## src/rtl/bip8dsc_pkg.sv

```systemverilog
package bip8dsc_pkg;

    typedef struct packed {
        logic [7:0] key;
        logic [6:0] nxt;
    } ks_step_t;

    // Advance the 1 + x^6 + x^7 generator by eight bits, MSB-first key.
    function automatic ks_step_t ks_step8(input logic [6:0] st);
        ks_step_t r;
        logic [6:0] s;
        s = st;
        r.key = '0;
        for (int i = 7; i >= 0; i--) begin
            r.key[i] = s[6];
            s = {s[5:0], s[6] ^ s[5]};
        end
        r.nxt = s;
        return r;
    endfunction

    function automatic logic [3:0] pop8(input logic [7:0] v);
        logic [3:0] c;
        c = '0;
        for (int i = 0; i < 8; i++) c = c + {3'b000, v[i]};
        return c;
    endfunction

endpackage

```

## src/rtl/bip8dsc_timing.sv

```systemverilog
module bip8dsc_timing #(
    parameter int ROW_BYTES = 1080,
    parameter int ROWS      = 9,
    parameter int A1_CNT    = 12,
    parameter int A2_CNT    = 12,
    parameter int Z0_CNT    = 11
) (
    input  logic clk,
    input  logic rst_n,
    input  logic fsync,
    output logic is_start,
    output logic is_oh,
    output logic is_seed,
    output logic is_b1,
    output logic frame_ok
);
    localparam int FRAME_BYTES = ROW_BYTES * ROWS;
    localparam int OH_LEN      = A1_CNT + A2_CNT + 1 + Z0_CNT;
    localparam int POS_W       = $clog2(FRAME_BYTES);
    localparam logic [POS_W-1:0] LAST_POS = POS_W'(FRAME_BYTES - 1);
    localparam logic [POS_W-1:0] OH_POS   = POS_W'(OH_LEN);
    localparam logic [POS_W-1:0] B1_POS   = POS_W'(ROW_BYTES);

    typedef struct packed {
        logic [POS_W-1:0] pos;
        logic             seen;
        logic             ok;
    } tm_t;

    tm_t tm_d, tm_q;
    logic [POS_W-1:0] cur_pos;

    always_comb begin
        tm_d = tm_q;
        if (fsync || tm_q.pos == LAST_POS) cur_pos = '0;
        else                               cur_pos = tm_q.pos + 1'b1;
        tm_d.pos  = cur_pos;
        tm_d.seen = tm_q.seen | fsync;
        if (cur_pos == '0)
            tm_d.ok = tm_q.seen && (tm_q.pos == LAST_POS);
        is_start = (cur_pos == '0);
        is_oh    = (cur_pos < OH_POS);
        is_seed  = (cur_pos == OH_POS);
        is_b1    = (cur_pos == B1_POS);
        frame_ok = tm_q.ok;
    end

    always_ff @(posedge clk) begin
        if (!rst_n) begin
            tm_q.pos  <= LAST_POS;
            tm_q.seen <= 1'b0;
            tm_q.ok   <= 1'b0;
        end else begin
            tm_q <= tm_d;
        end
    end
endmodule

```

## src/rtl/bip8dsc_keygen.sv

```systemverilog
module bip8dsc_keygen (
    input  logic       clk,
    input  logic       rst_n,
    input  logic       is_oh,
    input  logic       is_seed,
    output logic [7:0] key,
    output logic       key_en
);
    import bip8dsc_pkg::*;

    logic [6:0] lfsr_d, lfsr_q;
    ks_step_t   step;

    always_comb begin
        step   = ks_step8(is_seed ? 7'h7F : lfsr_q);
        lfsr_d = is_oh ? lfsr_q : step.nxt;
        key    = step.key;
        key_en = !is_oh;
    end

    always_ff @(posedge clk) begin
        if (!rst_n) lfsr_q <= 7'h7F;
        else        lfsr_q <= lfsr_d;
    end
endmodule

```

## src/rtl/bip8dsc_bip.sv

```systemverilog
module bip8dsc_bip #(
    parameter int CNT_W = 16
) (
    input  logic             clk,
    input  logic             rst_n,
    input  logic [7:0]       raw,
    input  logic [7:0]       descr,
    input  logic             is_start,
    input  logic             is_b1,
    input  logic             frame_ok,
    output logic [CNT_W-1:0] err_cnt
);
    import bip8dsc_pkg::*;

    typedef struct packed {
        logic [7:0]       acc;
        logic [7:0]       ref_bip;
        logic [CNT_W-1:0] cnt;
    } bip_t;

    bip_t b_d, b_q;
    logic [7:0] ref_now;

    always_comb begin
        b_d = b_q;
        ref_now = b_q.ref_bip;
        if (is_start) begin
            b_d.ref_bip = b_q.acc;
            b_d.acc     = raw;
        end else begin
            b_d.acc = b_q.acc ^ raw;
        end
        if (is_b1 && frame_ok)
            b_d.cnt = b_q.cnt + CNT_W'(pop8(descr ^ ref_now));
        err_cnt = b_q.cnt;
    end

    always_ff @(posedge clk) begin
        if (!rst_n) b_q <= '0;
        else        b_q <= b_d;
    end
endmodule

```

## src/rtl/bip8dsc_top.sv

```systemverilog
module bip8dsc_top #(
    parameter int ROW_BYTES = 1080,
    parameter int ROWS      = 9,
    parameter int A1_CNT    = 12,
    parameter int A2_CNT    = 12,
    parameter int Z0_CNT    = 11,
    parameter int CNT_W     = 16
) (
    input  logic             clk,
    input  logic             rst_n,
    input  logic [7:0]       in_data,
    input  logic             in_fsync,
    input  logic             in_oof,
    input  logic             cfg_descr_off,
    input  logic             cfg_ais_force,
    input  logic             cfg_ais_on_oof,
    output logic [7:0]       out_data,
    output logic             out_par,
    output logic             out_fsync,
    output logic [CNT_W-1:0] b1_err_cnt
);
    typedef struct packed {
        logic [7:0] data;
        logic       par;
        logic       fsync;
    } out_t;

    logic       is_start, is_oh, is_seed, is_b1, frame_ok;
    logic [7:0] key, descr;
    logic       key_en, ais;
    out_t       o_d, o_q;

    bip8dsc_timing #(
        .ROW_BYTES(ROW_BYTES), .ROWS(ROWS),
        .A1_CNT(A1_CNT), .A2_CNT(A2_CNT), .Z0_CNT(Z0_CNT)
    ) u_timing (
        .clk(clk), .rst_n(rst_n), .fsync(in_fsync),
        .is_start(is_start), .is_oh(is_oh), .is_seed(is_seed),
        .is_b1(is_b1), .frame_ok(frame_ok)
    );

    bip8dsc_keygen u_keygen (
        .clk(clk), .rst_n(rst_n), .is_oh(is_oh), .is_seed(is_seed),
        .key(key), .key_en(key_en)
    );

    bip8dsc_bip #(.CNT_W(CNT_W)) u_bip (
        .clk(clk), .rst_n(rst_n), .raw(in_data), .descr(descr),
        .is_start(is_start), .is_b1(is_b1), .frame_ok(frame_ok),
        .err_cnt(b1_err_cnt)
    );

    always_comb begin
        descr = (key_en && !cfg_descr_off) ? (in_data ^ key) : in_data;
        ais   = cfg_ais_force | (cfg_ais_on_oof & in_oof);
        o_d.data  = ais ? 8'hFF : descr;
        o_d.par   = ^o_d.data;
        o_d.fsync = in_fsync;
    end

    always_ff @(posedge clk) begin
        if (!rst_n) o_q <= '0;
        else        o_q <= o_d;
    end

    assign out_data  = o_q.data;
    assign out_par   = o_q.par;
    assign out_fsync = o_q.fsync;
endmodule

```

## config.mk

```make
export PLATFORM = sky130hd
export DESIGN_NAME = bip8dsc_top
export DESIGN_NICKNAME = d
export VERILOG_FILES = /design/src/rtl/bip8dsc_pkg.sv /design/src/rtl/bip8dsc_timing.sv /design/src/rtl/bip8dsc_keygen.sv /design/src/rtl/bip8dsc_bip.sv /design/src/rtl/bip8dsc_top.sv
export SDC_FILE = /design/constraint.sdc
export NUM_CORES = 1
export LEC_CHECK = 0
export CAP_MARGIN = 20
export CORE_ASPECT_RATIO = 1.25
export CORE_UTILIZATION = 39
export CTS_CLUSTER_DIAMETER = 80
export DETAILED_ROUTE_END_ITERATION = 8
export HOLD_SLACK_MARGIN = 0.06
export PLACE_DENSITY_LB_ADDON = 0.12
export SLEW_MARGIN = 30
export SYNTH_ARGS = -nofsm -noshare
export SYNTH_HDL_FRONTEND = slang
export SYNTH_SLANG_ARGS = --single-unit
export TNS_END_PERCENT = 20
```

## constraint.sdc

```tcl
create_clock -name clk -period 9.39 [get_ports clk]
set_input_delay 0.939 -clock clk [delete_from_list [all_inputs] [get_ports clk]]
set_output_delay 0.939 -clock clk [all_outputs]
set_load 0.01 [all_outputs]
```

==> impl_results.md <==
* DPL Wire Length at 5.955 mm
* Top Metal Used: met4
* Core area at 9609 µm²
* Critical path class: reg2reg
* Ant. Diodes at 0
* Area of the multi-input gates at 2283 µm²
* Gr ovfl total at 0
* Final worst path period share at 79.79%
* CP arrival at 7.71 ns
* Met1 wire length at 3.829 mm
* Number of synthesized flops with an enable pin at 0
* Final Setup Violations at 0
* Sequential share of the synthesized area at 33.82%
* Peak Freq at 0.1335 GHz
* Status: completed
* GPL Wtd Cong at 0.8489
* Vias in the first global route at 2811
* Critical path peak fanout at 11
* Worst Reg-to-Reg Cells at 24
* Site Rows at 40
* DRC at 0
* Number of fill cells at 955
* Root Buffer: clkbuf_16
* Mapped Cells at 425
* Antenna viol nets, final at 0
* Clk buf depth at 2
* Worst-Margin Slew at 0.8066 ns
* Post-CTS Setup Bufs at 0
* Hold Vio Cnt, Final at 0
* Commonest non-fill, non-tap cell in the layout: dfxtp_1
* Die height at 113.0 µm
* Resize count post-CTS at 0
* Met3 wire length at 281 µm
* Max-cap violations at 0
* Routed wl met2 at 3.852 mm
* Clk Latency, worst-skew pair at 0.33 ns
* Synth area leaders: dfxtp_1 (34%), xnor2_1 (8.0%), xor2_1 (7.1%)
* Final net count at 471
* Top-area cell type share of the netlist area at 33.82%
* CTS sink count at 65
* Post-cts hold buffer count at 0
* Worst Hold Class: reg2reg
* Crit path to: u_bip.err_cnt[9]
* P per Cell Area at 198.0 nW/µm²
* Pre-CTS setup slack at 1.783 ns
* Final Util at 46.91%
* Area growth syn-to-layout at 17.17%
* Setup WS post-layout at 1.898 ns
* Die area at 10270 µm²
* Async set or reset register ratio after synthesis at 0%
* Critical path endpoint category: flop
* Port Buffers at 40
* Largest net degree at the start of global routing at 63
* Initial DRC Count at 131
* Most frequent cells in the layout: dfxtp_1 (65), clkdlybuf4s50_1 (40), xnor2_1 (35)
* Post-DR wirelength/cell at 14.27 µm
* Min Tclk post-route at 7.492 ns
* DR pass1 iterations at 4
* CTS tree: built
* CP Data Required Time at 9.61 ns
* Hold Slack at 0.4529 ns
* Flops & latches, synth at 65
* Setup_tns at 0 ns
* Initial Utilization at 40.04%
* RSZ-0062 raised after global routing: no
* Syn nets at 453
* Vias per cell at 5.115
* Nature of the critical path startpoint: flop
* Die Wd at 90.84 µm
* Clk slew on worst S/H paths at 0.05 ns
* Wire length of the first global-routing pass at 13.70 mm
* All-Layer GR Usage at 17.04%
* Max IR drop VDD at 0.0001032 V
* Layout cell share with drive strength beyond 1 at 8.036%
* R2R Path Start: u_timing.tm_q[3]
* Setup crit start: u_timing.tm_q[3]
* Final Skew at 0.004948 ns
* Final Max Slew Viols at 0
* Mean post-synth cell area at 9.053 µm²
* Vias at 2936
* R2R Path End: u_bip.err_cnt[9]
* Synth Cell Area at 3847 µm²
* Yosys warnings at 0
* Slew HR at 46.22%
* Netlist cell types at 61
* H-tree Lvls at 3
* Main synth FF type: dfxtp_1
* Storage element area at 1301 µm²
* Final WL at 8.192 mm
* P_leak at 1.755 nW
* Initial antenna violation count at 0
* Area leader, netlist: dfxtp_1
* Top-Level Pins at 41
* Inserted Clock Buffers at 9
* Reg-to-reg slack, setup at 1.90 ns
[routing by layer]
metal  GRT usage [%]  up-vias
met5               0        -
met4           9.524        0
met3           2.823       14
met2           27.78       53
met1           21.40     1371
li1                -     1498
[logic make-up after synthesis]
kind of cell	after synthesis	share of synthesized area, %
and+or+nand+nor	132	20.68
muxes	11	2.862
AOI/OAI and AO/OA	91	15.58
buffers and inverters	47	6.829
DFF	65	33.82
adders and majority gates	13	5.203
xor gates and xnor gates	66	15.02
[flip-flops by register name, summed over array words and instances (netlist names)]
| name | cells |
|---|---|
| u_bip.err_cnt | 16 |
| u_timing.tm_q | 15 |
| u_timing.frame_ok | 1 |
| out_par | 1 |
| u_keygen.lfsr_q | 7 |
| out_data | 8 |
| u_bip.b_q | 8 |
| out_fsync | 1 |
| u_bip.ref_now | 8 |
[worst min-delay path by stage]
stage | from | to | slack (ns) | depth (start not counted)
3_5_place_dp | u_timing.tm_q[1] | u_timing.tm_q[1] | 0.44 | 1
3_3_place_gp | u_timing.tm_q[1] | u_timing.tm_q[1] | 0.44 | 1
4_1_cts | u_timing.tm_q[1] | u_timing.tm_q[1] | 0.46 | 1
5_1_grt | u_timing.tm_q[1] | u_timing.tm_q[1] | 0.48 | 1
6_report | u_timing.tm_q[1] | u_timing.tm_q[1] | 0.45 | 1
2_1_floorplan | u_timing.tm_q[1] | u_timing.tm_q[1] | 0.43 | 1
[per-stage QoR]
stage	power [W]	instances	cell area (µm²)
floorplan	0.0005066	425	3847
global placement	0.0005580	558	4210
detailed placement	0.0005650	558	4210
CTS	0.0009042	574	4508
global route	0.0009523	574	4508
finish	0.0008925	574	4508
[power by group]
part	internal (W)	switching [W]
registers	0.000296	0.0000218
logic	0.000117	0.000123
clock network	0.000212	0.000123
total	0.000624	0.000269
[area by class of cell]
class,count,share of cell area [%]
clock buffer,11,5.384
clock inverter,5,1.221
inverter,10,0.8326
multi-input combinational,313,50.65
sequential,65,28.86
tap,126,3.497
timing repair buffer,44,9.548
[cell usage after synthesis (all sizes together), types with 2 or more instances]
master  count
o41a        2
inv        10
nand3      12
nor2b      15
xor2       31
clkbuf     14
and3        8
ha          8
a311o       2
buf        23
o211ai      2
or4b        2
o31ai       2
nand2b      3
nor3b       4
nand2      20
mux2i      11
or2         4
nor4        2
o21a        8
nor3        7
nor4b       3
a31oi       2
or3         3
a311oi      3
a31o        2
and2       20
fa          5
a21o        5
o21ai      34
nor2       17
xnor2      35
dfxtp      65
nand4       6
a21oi      13
a21boi     11
and4        2
[critical path, stage by stage (launching register included)]
cell	delay, ns
dfxtp_1	0.50
ha_1	0.42
nand3_1	0.20
o41a_1	0.45
a31oi_1	0.29
nor3b_2	0.14
a311oi_2	0.52
o21ai_0	0.22
xor2_1	0.26
xnor2_1	0.15
ha_1	0.27
fa_1	0.53
inv_1	0.06
fa_1	0.51
fa_1	0.47
fa_1	0.50
inv_1	0.07
ha_1	0.27
a21o_1	0.15
a21oi_1	0.23
inv_1	0.06
a21oi_1	0.54
and4bb_2	0.31
xor2_1	0.13
and2_1	0.15
Note: power is estimated with default switching activity, not from simulation.
